[src/rtl/dir_pkg.sv]
package dir_pkg;
  typedef enum logic [1:0] {
    OP_READ  = 2'd0,
    OP_WRITE = 2'd1,
    OP_WB    = 2'd2
  } dir_op_e;

  typedef enum logic [1:0] {
    SRC_NONE    = 2'd0,
    SRC_SHARED  = 2'd1,
    SRC_PRIVATE = 2'd2
  } dir_src_e;

  typedef enum logic [1:0] {
    ST_IDLE = 2'd0,
    ST_SH   = 2'd1,
    ST_PV   = 2'd2
  } dir_state_e;
endpackage

[src/rtl/dir_lru.sv]
// Per-set recency ages: 0 = most recent, WAYS-1 = least recent.
module dir_lru #(
  parameter int WAYS = 2,
  parameter int WW   = (WAYS > 1) ? $clog2(WAYS) : 1
) (
  input  logic [WAYS-1:0][WW-1:0] age_i,
  input  logic [WAYS-1:0]         valid_i,
  input  logic [WW-1:0]           touch_i,
  output logic [WAYS-1:0][WW-1:0] age_o,
  output logic [WW-1:0]           victim_o
);
  logic [WW-1:0] touch_age;

  always_comb begin
    touch_age = '0;
    for (int w = 0; w < WAYS; w++) begin
      if (WW'(w) == touch_i) touch_age = age_i[w];
    end
  end

  for (genvar w = 0; w < WAYS; w++) begin : g_age
    always_comb begin
      if (WW'(w) == touch_i)          age_o[w] = '0;
      else if (age_i[w] < touch_age)  age_o[w] = age_i[w] + WW'(1);
      else                            age_o[w] = age_i[w];
    end
  end

  // first free way wins, else the oldest
  always_comb begin
    logic found;
    found    = 1'b0;
    victim_o = '0;
    for (int w = 0; w < WAYS; w++) begin
      if (!found && !valid_i[w]) begin
        victim_o = WW'(w);
        found    = 1'b1;
      end
    end
    if (!found) begin
      for (int w = 0; w < WAYS; w++) begin
        if (age_i[w] == WW'(WAYS - 1)) victim_o = WW'(w);
      end
    end
  end
endmodule

[src/rtl/dir_array.sv]
module dir_array #(
  parameter int SETS   = 4,
  parameter int WAYS   = 2,
  parameter int TAG_W  = 6,
  parameter int DATA_W = 2,
  parameter int IW     = $clog2(SETS),
  parameter int WW     = (WAYS > 1) ? $clog2(WAYS) : 1
) (
  input  logic              clk_i,
  input  logic              rst_ni,
  input  logic [IW-1:0]     idx_i,
  input  logic [TAG_W-1:0]  tag_i,
  output logic              hit_o,
  output logic [WW-1:0]     hit_way_o,
  output logic [DATA_W-1:0] hit_data_o,
  output logic [WW-1:0]     vic_way_o,
  output logic              vic_valid_o,
  output logic [TAG_W-1:0]  vic_tag_o,
  output logic [DATA_W-1:0] vic_data_o,
  input  logic              wr_en_i,
  input  logic              inv_en_i,
  input  logic              touch_en_i,
  input  logic [WW-1:0]     way_i,
  input  logic [DATA_W-1:0] wr_data_i
);
  logic [WAYS-1:0]           valid_q [SETS];
  logic [WAYS-1:0][WW-1:0]   age_q   [SETS];
  logic [TAG_W-1:0]          tag_q   [SETS][WAYS];
  logic [DATA_W-1:0]         data_q  [SETS][WAYS];
  logic [WAYS-1:0]           match;
  logic [WAYS-1:0][WW-1:0]   age_nxt;

  for (genvar w = 0; w < WAYS; w++) begin : g_way
    assign match[w] = valid_q[idx_i][w] && (tag_q[idx_i][w] == tag_i);
  end

  always_comb begin
    hit_way_o  = '0;
    hit_data_o = '0;
    for (int w = WAYS - 1; w >= 0; w--) begin
      if (match[w]) begin
        hit_way_o  = WW'(w);
        hit_data_o = data_q[idx_i][w];
      end
    end
  end

  assign hit_o = |match;

  dir_lru #(.WAYS(WAYS), .WW(WW)) u_lru (
    .age_i    (age_q[idx_i]),
    .valid_i  (valid_q[idx_i]),
    .touch_i  (way_i),
    .age_o    (age_nxt),
    .victim_o (vic_way_o)
  );

  assign vic_valid_o = valid_q[idx_i][vic_way_o];
  assign vic_tag_o   = tag_q[idx_i][vic_way_o];
  assign vic_data_o  = data_q[idx_i][vic_way_o];

  always_ff @(posedge clk_i or negedge rst_ni) begin
    if (!rst_ni) begin
      for (int s = 0; s < SETS; s++) begin
        valid_q[s] <= '0;
        for (int w = 0; w < WAYS; w++) age_q[s][w] <= WW'(w);
      end
    end else begin
      if (wr_en_i)       valid_q[idx_i][way_i] <= 1'b1;
      else if (inv_en_i) valid_q[idx_i][way_i] <= 1'b0;
      if (wr_en_i || touch_en_i) age_q[idx_i] <= age_nxt;
    end
  end

  always_ff @(posedge clk_i) begin
    if (wr_en_i) begin
      tag_q[idx_i][way_i]  <= tag_i;
      data_q[idx_i][way_i] <= wr_data_i;
    end
  end
endmodule

[src/rtl/dir_ctrl.sv]
module dir_ctrl
  import dir_pkg::*;
#(
  parameter int NUM_CORES = 4,
  parameter int ADDR_W    = 8,
  parameter int SETS      = 4,
  parameter int SH_WAYS   = 2,
  parameter int PV_WAYS   = 6,
  parameter int PV_LAT    = 2,
  parameter int CORE_W    = $clog2(NUM_CORES)
) (
  input  logic                 clk_i,
  input  logic                 rst_ni,
  input  logic                 req_valid_i,
  output logic                 req_ready_o,
  input  logic [1:0]           req_op_i,
  input  logic [CORE_W-1:0]    req_core_i,
  input  logic [ADDR_W-1:0]    req_addr_i,
  output logic                 rsp_valid_o,
  output logic                 rsp_hit_o,
  output logic [1:0]           rsp_src_o,
  output logic                 rsp_fwd_o,
  output logic [CORE_W-1:0]    rsp_fwd_core_o,
  output logic                 rsp_cancel_l2_o,
  output logic [NUM_CORES-1:0] rsp_inv_o,
  output logic                 evict_valid_o,
  output logic [ADDR_W-1:0]    evict_addr_o,
  output logic [NUM_CORES-1:0] evict_tgt_o
);
  localparam int IDX_W = $clog2(SETS);
  localparam int TAG_W = ADDR_W - IDX_W;
  localparam int SH_DW = NUM_CORES + CORE_W;
  localparam int PV_DW = CORE_W;
  localparam int SH_WW = (SH_WAYS > 1) ? $clog2(SH_WAYS) : 1;
  localparam int PV_WW = (PV_WAYS > 1) ? $clog2(PV_WAYS) : 1;
  localparam int CNT_W = $clog2(PV_LAT + 1);

  dir_state_e          state_q;
  dir_op_e             op_q;
  logic [CORE_W-1:0]   core_q;
  logic [ADDR_W-1:0]   addr_q;
  logic [CNT_W-1:0]    cnt_q;

  logic [IDX_W-1:0]    idx;
  logic [TAG_W-1:0]    tag;
  logic [NUM_CORES-1:0] req_bit;

  // shared array port signals
  logic                sh_hit, sh_vic_valid;
  logic [SH_WW-1:0]    sh_hit_way, sh_vic_way, sh_way;
  logic [SH_DW-1:0]    sh_hit_data, sh_vic_data, sh_wdata;
  logic [TAG_W-1:0]    sh_vic_tag;
  logic                sh_wr, sh_inv;
  logic [CORE_W-1:0]   sh_own;
  logic [NUM_CORES-1:0] sh_shr, sh_shr_wb;

  // private array port signals
  logic                pv_hit, pv_vic_valid;
  logic [PV_WW-1:0]    pv_hit_way, pv_vic_way, pv_way;
  logic [PV_DW-1:0]    pv_hit_data, pv_vic_data, pv_wdata;
  logic [TAG_W-1:0]    pv_vic_tag;
  logic                pv_wr, pv_inv, pv_touch;

  logic                sh_decide, pv_decide, decide;
  logic                n_hit, n_fwd, n_cancel, n_ev;
  logic [1:0]          n_src;
  logic [CORE_W-1:0]   n_fcore;
  logic [NUM_CORES-1:0] n_inv, n_et;
  logic [ADDR_W-1:0]   n_ea;

  assign idx     = addr_q[IDX_W-1:0];
  assign tag     = addr_q[ADDR_W-1:IDX_W];
  assign req_bit = NUM_CORES'(1) << core_q;
  assign sh_own  = sh_hit_data[CORE_W-1:0];
  assign sh_shr  = sh_hit_data[SH_DW-1:CORE_W];
  assign sh_shr_wb = sh_shr & ~req_bit;

  dir_array #(.SETS(SETS), .WAYS(SH_WAYS), .TAG_W(TAG_W), .DATA_W(SH_DW)) u_sh (
    .clk_i, .rst_ni,
    .idx_i(idx), .tag_i(tag),
    .hit_o(sh_hit), .hit_way_o(sh_hit_way), .hit_data_o(sh_hit_data),
    .vic_way_o(sh_vic_way), .vic_valid_o(sh_vic_valid),
    .vic_tag_o(sh_vic_tag), .vic_data_o(sh_vic_data),
    .wr_en_i(sh_wr), .inv_en_i(sh_inv), .touch_en_i(1'b0),
    .way_i(sh_way), .wr_data_i(sh_wdata)
  );

  dir_array #(.SETS(SETS), .WAYS(PV_WAYS), .TAG_W(TAG_W), .DATA_W(PV_DW)) u_pv (
    .clk_i, .rst_ni,
    .idx_i(idx), .tag_i(tag),
    .hit_o(pv_hit), .hit_way_o(pv_hit_way), .hit_data_o(pv_hit_data),
    .vic_way_o(pv_vic_way), .vic_valid_o(pv_vic_valid),
    .vic_tag_o(pv_vic_tag), .vic_data_o(pv_vic_data),
    .wr_en_i(pv_wr), .inv_en_i(pv_inv), .touch_en_i(pv_touch),
    .way_i(pv_way), .wr_data_i(pv_wdata)
  );

  assign sh_decide = (state_q == ST_SH) && sh_hit;
  assign pv_decide = (state_q == ST_PV) && (cnt_q == '0);
  assign decide    = sh_decide || pv_decide;

  always_comb begin
    n_hit = 1'b0; n_src = SRC_NONE; n_fwd = 1'b0; n_fcore = '0;
    n_cancel = 1'b0; n_inv = '0; n_ev = 1'b0; n_ea = '0; n_et = '0;
    sh_wr = 1'b0; sh_inv = 1'b0; sh_way = sh_hit_way; sh_wdata = '0;
    pv_wr = 1'b0; pv_inv = 1'b0; pv_touch = 1'b0; pv_way = pv_hit_way; pv_wdata = core_q;
    if (sh_decide) begin
      n_hit = 1'b1;
      n_src = SRC_SHARED;
      if (op_q == OP_WB) begin
        if ((sh_shr & req_bit) != '0) begin
          if (sh_shr_wb == '0) sh_inv = 1'b1;
          else begin
            sh_wr    = 1'b1;
            sh_wdata = {sh_shr_wb, sh_own};
          end
        end
      end else if (op_q == OP_WRITE) begin
        n_inv    = sh_shr & ~req_bit;
        n_cancel = 1'b1;
        sh_wr    = 1'b1;
        sh_wdata = {req_bit, core_q};
      end else begin
        sh_wr    = 1'b1;
        sh_wdata = {sh_shr | req_bit, sh_own};
        if (sh_own != core_q) begin
          n_fwd   = 1'b1;
          n_fcore = sh_own;
        end
      end
    end else if (pv_decide) begin
      if (pv_hit) begin
        n_hit = 1'b1;
        n_src = SRC_PRIVATE;
        if (pv_hit_data == core_q) begin
          if (op_q == OP_WB) pv_inv = 1'b1;
          else               pv_touch = 1'b1;
        end else if (op_q != OP_WB) begin
          // migrate into shared array, private copy dropped
          pv_inv = 1'b1;
          sh_wr  = 1'b1;
          sh_way = sh_vic_way;
          if (sh_vic_valid) begin
            n_ev = 1'b1;
            n_ea = {sh_vic_tag, idx};
            n_et = sh_vic_data[SH_DW-1:CORE_W];
          end
          if (op_q == OP_WRITE) begin
            sh_wdata = {req_bit, core_q};
            n_inv    = NUM_CORES'(1) << pv_hit_data;
            n_cancel = 1'b1;
          end else begin
            sh_wdata = {req_bit | (NUM_CORES'(1) << pv_hit_data), pv_hit_data};
            n_fwd    = 1'b1;
            n_fcore  = pv_hit_data;
          end
        end
      end else if (op_q != OP_WB) begin
        pv_wr  = 1'b1;
        pv_way = pv_vic_way;
        if (pv_vic_valid) begin
          n_ev = 1'b1;
          n_ea = {pv_vic_tag, idx};
          n_et = NUM_CORES'(1) << pv_vic_data;
        end
      end
    end
  end

  always_ff @(posedge clk_i or negedge rst_ni) begin
    if (!rst_ni) begin
      state_q <= ST_IDLE;
      op_q    <= OP_READ;
      core_q  <= '0;
      addr_q  <= '0;
      cnt_q   <= '0;
    end else begin
      case (state_q)
        ST_IDLE: if (req_valid_i) begin
          op_q    <= dir_op_e'(req_op_i);
          core_q  <= req_core_i;
          addr_q  <= req_addr_i;
          state_q <= ST_SH;
        end
        ST_SH: begin
          if (sh_hit) state_q <= ST_IDLE;
          else begin
            state_q <= ST_PV;
            cnt_q   <= CNT_W'(PV_LAT - 1);
          end
        end
        ST_PV: begin
          if (cnt_q == '0) state_q <= ST_IDLE;
          else             cnt_q   <= cnt_q - CNT_W'(1);
        end
        default: state_q <= ST_IDLE;
      endcase
    end
  end

  always_ff @(posedge clk_i or negedge rst_ni) begin
    if (!rst_ni) begin
      rsp_valid_o <= 1'b0; rsp_hit_o <= 1'b0; rsp_src_o <= '0;
      rsp_fwd_o <= 1'b0; rsp_fwd_core_o <= '0; rsp_cancel_l2_o <= 1'b0;
      rsp_inv_o <= '0; evict_valid_o <= 1'b0; evict_addr_o <= '0; evict_tgt_o <= '0;
    end else begin
      rsp_valid_o     <= decide;
      rsp_hit_o       <= decide & n_hit;
      rsp_src_o       <= decide ? n_src : 2'd0;
      rsp_fwd_o       <= decide & n_fwd;
      rsp_fwd_core_o  <= decide ? n_fcore : '0;
      rsp_cancel_l2_o <= decide & n_cancel;
      rsp_inv_o       <= decide ? n_inv : '0;
      evict_valid_o   <= decide & n_ev;
      evict_addr_o    <= decide ? n_ea : '0;
      evict_tgt_o     <= decide ? n_et : '0;
    end
  end

  assign req_ready_o = (state_q == ST_IDLE);
endmodule

[config.mk]
export PLATFORM = sky130hd
export DESIGN_NAME = dir_ctrl
export DESIGN_NICKNAME = d
export VERILOG_FILES = /design/src/rtl/dir_pkg.sv /design/src/rtl/dir_lru.sv /design/src/rtl/dir_array.sv /design/src/rtl/dir_ctrl.sv
export SDC_FILE = /design/constraint.sdc
export NUM_CORES = 1
export LEC_CHECK = 0
export BUFFER_PORTS_ARGS = -buffer_cell sky130_fd_sc_hd__buf_2
export CAP_MARGIN = 10
export CORE_MARGIN = 1
export CORE_UTILIZATION = 57
export DETAILED_ROUTE_END_ITERATION = 16
export GPL_TIMING_DRIVEN = 0
export PLACE_DENSITY = 0.76
export SYNTH_ARGS = -nofsm -noshare
export SYNTH_HDL_FRONTEND = slang
export SYNTH_HIERARCHICAL = 1
export SYNTH_SLANG_ARGS = --single-unit
[constraint.sdc]
create_clock -name clk_i -period 5.1 [get_ports clk_i]
set_clock_uncertainty 0.05 [all_clocks]
set_input_delay 1.02 -clock clk_i [delete_from_list [all_inputs] [get_ports clk_i]]
set_output_delay 1.02 -clock clk_i [all_outputs]
set_load 0.01 [all_outputs]
* Yosys cells after proc, flatten, opt, wreduce, memory -nomap -nowiden
Memory sizes are Yosys's and may differ from the RTL's.
Index checks and enable logic that the tools add are counted.
** Word-level totals
- Flip-flop bits (word level) :: 153
- Bits in writable memories :: 288
- Bits of input ports :: 15
- Output and inout port bits :: 26
- Memories :: 4
** Operators by class
- $add $sub $neg :: 9
- Magnitude comparators :: 22
- Eq/ne operators :: 30
- Shift-type cells :: 3
- Multiplexer cells :: 239
- Bitwise gates (word level) :: 20
- Reductions and logical operators :: 46
** Memory list
- u_pv.tag_q :: words 4, width 36, read ports 1, clocked after Yosys merged registers in 0, wr ports 1, RTL line dir_array.sv:28 : logic [TAG_W-1:0] tag_q [SETS][WAYS];
- u_pv.data_q :: words 4, width 12, read ports 1, clocked after Yosys merged registers in 0, wr ports 1, RTL line dir_array.sv:29 : logic [DATA_W-1:0] data_q [SETS][WAYS];
- u_sh.data_q :: words 4, width 12, read ports 1, clocked after Yosys merged registers in 0, wr ports 1, RTL line dir_array.sv:29
- u_sh.tag_q :: words 4, width 12, read ports 1, clocked after Yosys merged registers in 0, wr ports 1, RTL line dir_array.sv:28
** Operators with widths (number)
- $mux 6 :: 25
- $mux 3 :: 39
- $mux 8 :: 11
- $mux 1 :: 84
- $bwmux 72 :: 1
- $mux 4 :: 18
- $mux 2 :: 34
- $mux 18 :: 3
- $eq 6x6->1 :: 8
- $mux 24 :: 2
- $bmux 18 s2 :: 1
- $demux 18 s2 :: 1
- $mux 36 :: 1
- $and 24x24->24 :: 1
- $mux 12 :: 2
- $not 24->24 :: 1
- $or 24x24->24 :: 1
- $logic_and 1x1->1 :: 21
- $add 3x1->3 const B :: 6
- $bmux 6 s3 :: 1
- $demux 6 s3 :: 1
- $eq 3x3->1 const B :: 6
- $lt 3x3->1 :: 6
- $bmux 6 s2 :: 1
- 56 further kinds :: 94

* Longest topological paths before layout
Gate-level depths: netlist of the first run.
- Depth after elaboration :: 41
- Depth in mapped cells :: 26

* By module
Netlist of the first run, hierarchy kept.
** Modules (own cells, without submodules)
- dir_array at u_pv :: instances 1, cells each 690, area an instance 12349.3 um^2
- dir_array at u_sh :: instances 1, cells each 252, area an instance 4834.6 um^2
- dir_ctrl :: instances 1, cells each 225, area an instance 2284.7 um^2
- dir_lru at u_pv.u_lru :: instances 1, cells each 178, area an instance 1246.2 um^2
- dir_lru at u_sh.u_lru :: instances 1, cells each 5, area an instance 25.0 um^2

* Worst setup path before layout of the first run
Ideal clock, no wire load.
- Kind :: register to register
- From :: register addr_q[0]
- To :: register u_pv/age_q[34] in the netlist's numbering
- Data arrival time :: 5.543 ns
- Setup slack :: -0.558 ns
- Stages on the path, launching flop included :: 25
- Path buffers :: 7
- Period minus slack after synthesis :: 5.658 ns
- Cell sequence :: dfrtp_1 -> buf_6 -> buf_4 -> buf_4 -> buf_2 -> buf_2 -> mux4_2 -> inv_1 -> ha_1 -> a32oi_1 -> a32o_1 -> nand2_1 -> a22oi_1 -> o311a_1 -> mux2_2 -> buf_6 -> buf_2 -> mux2_2 -> a32oi_1 -> o21a_1 -> ha_1 -> a21boi_1 -> or2_2 -> a211oi_1 -> mux2_2
** RTL lines
- start, declared :: RTL line dir_ctrl.sv:41 : logic [ADDR_W-1:0] addr_q;
- start signal, assigned :: RTL line dir_ctrl.sv:182 : addr_q <= req_addr_i;
- end signal, assigned by index :: RTL line dir_array.sv:71 : if (wr_en_i || touch_en_i) age_q[idx_i] <= age_nxt;
- end, declared :: RTL line dir_array.sv:27 : logic [WAYS-1:0][WW-1:0] age_q [SETS];

* Worst setup path after layout of the first run
- From :: register addr_q[0]
- To :: register u_pv/age_q[48] in the netlist's numbering
** RTL lines
- parallel branches: the longest is 5 deep, another holds $mem_v2 4x36
- $reduce_or 6->1 * :: RTL line dir_array.sv:48 : assign hit_o = |match;
- named net pv_hit :: RTL line dir_ctrl.sv:58 : logic pv_hit, pv_vic_valid;
- $mux 1 * :: RTL line dir_ctrl.sv:132 : if (pv_hit) begin
- $mux 1 * :: RTL line dir_ctrl.sv:131 : end else if (pv_decide) begin
- $mux 1 * :: RTL line dir_ctrl.sv:107 : if (sh_decide) begin
- named net pv_wr :: RTL line dir_ctrl.sv:62 : logic pv_wr, pv_inv, pv_touch;
- $logic_or 1x1->1 * :: RTL line dir_array.sv:71
Mark *: on every way through the listed nets, which the timed path passes. The select of a mux whose other input is x is not followed.
A chain may end at the register's enable or synchronous reset.

==> flow_summary.toml, run 1 <==
[floorplan]
core-area_um2 = 35700
rows = 69
die-area_um2 = 37100
initial_utilization = 0.581
die_x_um = 193
dieHeight_um = 193
io_pins = 41

[final_layout]
syn_to_final_growth_pct = 20.2
drive_above_1_share = 0.417
num-nets-final = 1572
design_area_um2 = 24900
final_util = 0.699
antenna_cells = 0
final_cells = 2030

[status]
violations = "DRC, setup timing"
status = "finished with violations"

[route]
antenna_left = 0
via_per_inst = 6.50
vias = 13200
wl_mm = 52.2
wl_per_cell_um = 25.7
first_pass_iters = 11
drtIter0Drc = 1296
drcViolationCount = 8

[placement]
gp_congestion = 0.911
port_buffers = 40
dp_slack_ps = -1430
postPlaceCellArea_um2 = 21700
place_hpwl_mm = 32.7
placed_cells = 1857

[power_and_ir_drop]
ir_worst_vdd_uv = 566
p_total_mw = 11.8
p_leak_nw = 9.31
pwr_density_cell_nw_per_um2 = 472

[cts]
root_buffer = "clkbuf_16"
cts_buffers = 44
cts_tree = "yes"
htreeDepth = 2
clockBufferDepth = 3
clock_latency_ps = 580
path_clk_slew_ps = 70
cts.sinks = 441

[setup_path]
crit_arrival_ps = 5810
crit_buf_inv = 6
rr_worst_depth = 25
path_class = "register to register"
endpoint = "u_pv/age_q[48]"
critPathTopFamily = "simple AND/OR/NAND/NOR gates"
slowest_delay_ps = 550
path_depth = 25
required_ps = 5500
r2r_start = "addr_q[0]"
crit_start = "addr_q[0]"
startpoint_type = "register"
end_kind = "register"
ff2ff_setup_slack_ps = -310
critical_path.slowest_cell = "mux4_2"
r2r_end = "u_pv/age_q[48]"
cp_max_fo = 9

[grt]
grt_pass1_wl_mm = 77.8
grt.overflow.total = 0
grt_max_degree = 81
grt_usage = 0.284
antenna_found_initial = 0
grt_pass1_vias = 13200

[sta]
hold-worst-slack_ps = 425
maxSlewViolCount = 0
tightest_slew_ps = 1190
finalWorstSetupSlack_ps = -308
period_needed_ps = 5410
fmax_ghz = 0.185
rsz0062_at_grt = "true"
fin_tns_setup_ps = -10740
period_share = 1.06
hold_viol_final = 0
setup-violations-final = 72
slew_headroom = 0.207

[logic_synthesis]
syn_avg_cell_area_um2 = 15.4
ys_warn_count = 6
synth_area_um2 = 20700
syn_inst = 1348
syn_nets = 1387

[worst_hold_path]
holdCritPathClass = "primary input to async pin"

[job]
cap_violations = 0
[layout make-up]
cell class / instances / area (µm²)
tap: 461 / 577
buffer: 72 / 649
fill: 2247 / 10700
inverter: 41 / 154
multi-input combinational: 791 / 8430
timing repair buffer: 142 / 1120
clock buffer: 56 / 1210
sequential: 441 / 12500
clock inverter: 26 / 245
[registers in the layout, indices dropped and copies added (netlist names), named ones only]
name             count
u_pv/age_q          72
rsp_fwd_core_o       2
u_sh/tag_q          48
op_q                 2
u_pv/tag_q         144
rsp_hit_o            1
evict_valid_o        1
addr_q               8
rsp_inv_o            4
cnt_q                2
u_pv/data_q         48
state_q              2
u_sh/data_q         48
rsp_cancel_l2_o      1
core_q               2
rsp_valid_o          1
evict_addr_o         8
rsp_fwd_o            1
u_sh/age_q           8
evict_tgt_o          4
rsp_src_o            2
[metal layers]
| metal | routed length (µm) | vias to the layer above | GRT usage | part of all wire |
|---|---|---|---|---|
| met2 | 25200 | 661 | 0.451 | 0.48 |
| li1 | - | 5596 | - | - |
| met1 | 21000 | 6802 | 0.392 | 0.40 |
| met5 | 0 | - | 0 | 0 |
| met3 | 4240 | 134 | 0.0518 | 0.081 |
| met4 | 1790 | 0 | 0.107 | 0.034 |
[power breakdown]
part / total, mW / switching [mW] / leakage (nW) / internal [mW]
registers: 4.65 / 0.418 / 4.58 / 4.23
logic: 3.88 / 2.08 / 4.02 / 1.80
clock network: 3.24 / 1.39 / 0.712 / 1.85
total: 11.8 / 3.89 / 9.31 / 7.88
[how the worst min path moves through the flow]
| stage | start | endpoint | slack [ps] |
|---|---|---|---|
| CTS | rst_ni | u_pv/age_q[4] | 440 |
| global route | u_pv/age_q[6] | u_pv/age_q[6] | 470 |
| floorplan | register | register | 410 |
| finish | rst_ni | u_pv/age_q[4] | 430 |
| global placement | register | register | 430 |
| detailed placement | u_pv/age_q[16] | u_pv/age_q[16] | 440 |
[cells in the final DEF (no fill, tap or decap), drive strengths merged, types with 16 or more instances in the layout]
cell type,count
a21oi,26
buf,191
clkbuf,79
clkinv,20
dfrtp,121
dfstp,32
edfxtp,288
ha,24
inv,43
mux2,116
mux2i,21
mux4,115
nand2,54
nand2b,16
nand4,17
nor2,74
o21ai,91
xnor2,32
xor2,22
[worst reg2reg max path, stage by stage (launching register included)]
cell and delay, ps:
dfrtp_2 460, buf_8 160, buf_4 130, buf_12 130, mux4_2 560, xnor2_1 150
nand4_1 180, nor4_4 60, or2_4 270, nor3_2 120, nand2_1 130, buf_6 150
nor2_4 190, mux2_4 370, buf_6 150, mux2i_1 120, nor2_1 140, a31oi_1 80
o21a_2 290, buf_4 160, ha_4 260, nor2b_4 180, nand2_2 80, and3_4 200
o211a_4 250, mux2_4 260
[timing repair]
action,4_1_cts,5_1_grt
pin swaps,52,36
gates resized for setup,175,78
gates cloned,0,1
endpoints found under the setup margin,413,357
hold buffers,0,0
buffers inserted,68,25
Note: power is estimated with default switching activity, not from simulation.
==> inputs of run 2 (changes only) <==
- GPL_TIMING_DRIVEN: 0 -> unset
==> flow_summary.toml, run 2 (same netlist as run 1, synthesis figures left out) <==
[floorplan]
dieHeight_um = 193
initial_utilization = 0.581
die-area_um2 = 37100
rows = 69
die_x_um = 193
io_pins = 41
core-area_um2 = 35700

[cts]
cts_hold_buffers = 0
clockBufferDepth = 3
cts_tree = "yes"
clock_latency_ps = 570
path_clk_slew_ps = 60
cts.sinks = 441
root_buffer = "clkbuf_16"
cts_buffers = 43
htreeDepth = 2

[final_layout]
syn_to_final_growth_pct = 16.4
largest_register_ff_count = 144
top_register = "u_pv/tag_q"
antenna_cells = 0
reg.largest.list = "u_pv/tag_q (144), u_pv/age_q (72)"
final_common_cell = "edfxtp_1"
drive_above_1_share = 0.373
final_util = 0.677
layout_common_cells = "288 x edfxtp_1, 140 x buf_4, 119 x dfrtp_1"
n_fill_cell = 2343
final_cells = 2016
num-nets-final = 1559

[sta]
finalWorstSetupSlack_ps = 110
hold_viol_final = 0
setup-violations-final = 0
fmax_ghz = 0.200
slew_headroom = 0.286
period_share = 0.978
fin_tns_setup_ps = 0
maxSlewViolCount = 0
tightest_slew_ps = 1070
period_needed_ps = 4990

[grt]
antenna_found_initial = 1
grt_usage = 0.269
grt_pass1_vias = 13000
grt_pass1_wl_mm = 75.0
grt.overflow.total = 0
grt_max_degree = 61

[route]
antenna_left = 0
drtIter0Drc = 1313
wl_mm = 48.7
vias = 12800
via_per_inst = 6.36
first_pass_iters = 12
wl_per_cell_um = 24.2
drcViolationCount = 8

[setup_path]
cp_max_fo = 7
crit_path_frequent_cell = "buf_4"
crit_arrival_ps = 5380
r2r_end = "u_pv/age_q[19]"
required_ps = 5490
rr_worst_depth = 21
critical_path.slowest_cell = "dfrtp_4"
startpoint_type = "register"
path_class = "register to register"
r2r_start = "addr_q[0]"
slowest_delay_ps = 490
end_kind = "register"
ff2ff_setup_slack_ps = 110
path_cells = "buf_12 -> buf_16 -> buf_4 -> mux4_2 -> xnor2_2 -> nand4_1 -> nor4_4 -> buf_4 -> a21oi_2 -> o21ba_2 -> mux2_4 -> buf_4 -> mux2_1 -> a222oi_1 -> buf_4 -> or3_4 -> nand4_1 -> and2_0 -> o21ai_1 -> nor2_1 -> mux2_2"

[placement]
place_hpwl_mm = 32.6
placed_cells = 1913
port_buffers = 40
dp_slack_ps = 10.4
gp_congestion = 0.889

[status]
violations = "DRC"
status = "finished with violations"

[power_and_ir_drop]
ir_worst_vdd_uv = 479
pwr_density_cell_nw_per_um2 = 475
p_leak_nw = 9.13

[job]
cap_violations = 0

[worst_hold_path]
holdCritPathClass = "primary input to async pin"
## run 2: cell count changes in the layout (fill, tap and decap cells not counted), sizes merged
cell | before | now
buf | 191 | 201
bufinv | 3 | 4
clkbuf | 79 | 61
clkinv | 20 | 11
clkinvlp | 1 | 3
## run 2: per-layer routing
layer  GRT usage  routed length (µm)  vias up
li1            -                   -     5556
met1       0.367               19400     6546
met2       0.428               23700      592
met3      0.0533                3870      122
met4       0.104                1750        2
met5           0                  13        -
## run 2: worst max-delay path, delay by kind of cell, from the launching register on
kind                   cells  cell delay (ps)
AND/OR/NAND/NOR            6             1020
AO/OA/AOI/OAI              4              730
XOR/XNOR                   1              180
multiplexers               4             1410
buffers and inverters      6              990
flip-flops                 1              490
## run 2: worst max path at each step
stage                         start              to  slack, ps  cells after the start
final                     addr_q[0]  u_pv/age_q[19]        110                     21
after global routing      addr_q[0]  u_pv/age_q[20]        -70                     21
after CTS                 addr_q[0]  u_pv/age_q[50]         60                     19
after detailed placement  addr_q[0]  u_pv/age_q[50]         10                     19
after global placement    addr_q[0]  u_pv/age_q[37]         80                     20
after floorplan           addr_q[0]  u_pv/age_q[31]          4                     25
## run 2: timing repair
action,in CTS,in global routing
endpoints found under the setup margin,5,177
setup buffers,2,20
cloned,0,1
pin swaps,0,10
gates resized for setup,0,32
## run 2: area by class of cell
| type | count | area [µm²] | share of cell area |
|---|---|---|---|
| clock buffers | 60 | 1210 | 0.0502 |
| well taps | 461 | 577 | 0.0239 |
| inverters | 41 | 154 | 0.00638 |
| flip-flops and latches | 441 | 12500 | 0.519 |
| multi-input cells | 791 | 7740 | 0.321 |
| clock inverters | 20 | 240 | 0.00996 |
| repair buffers | 202 | 1680 | 0.0695 |
## run 2: report_power, final
group / leakage, nW / total (mW) / switching [mW] / internal, mW
clock network: 0.700 / 3.23 / 1.36 / 1.87
logic: 3.85 / 3.79 / 2.09 / 1.70
registers: 4.58 / 4.44 / 0.212 / 4.22
total: 9.13 / 11.5 / 3.66 / 7.79
## run 2: per-stage QoR
step | power, mW | hold slack, ps | area [µm²]
2_1_floorplan | 6.94 | 412 | 20800
3_3_place_gp | 7.94 | 432 | 22300
3_5_place_dp | 8.00 | 439 | 22300
4_1_cts | 11.3 | 405 | 23800
5_1_grt | 11.9 | 435 | 24100
6_report | 11.5 | 397 | 24100
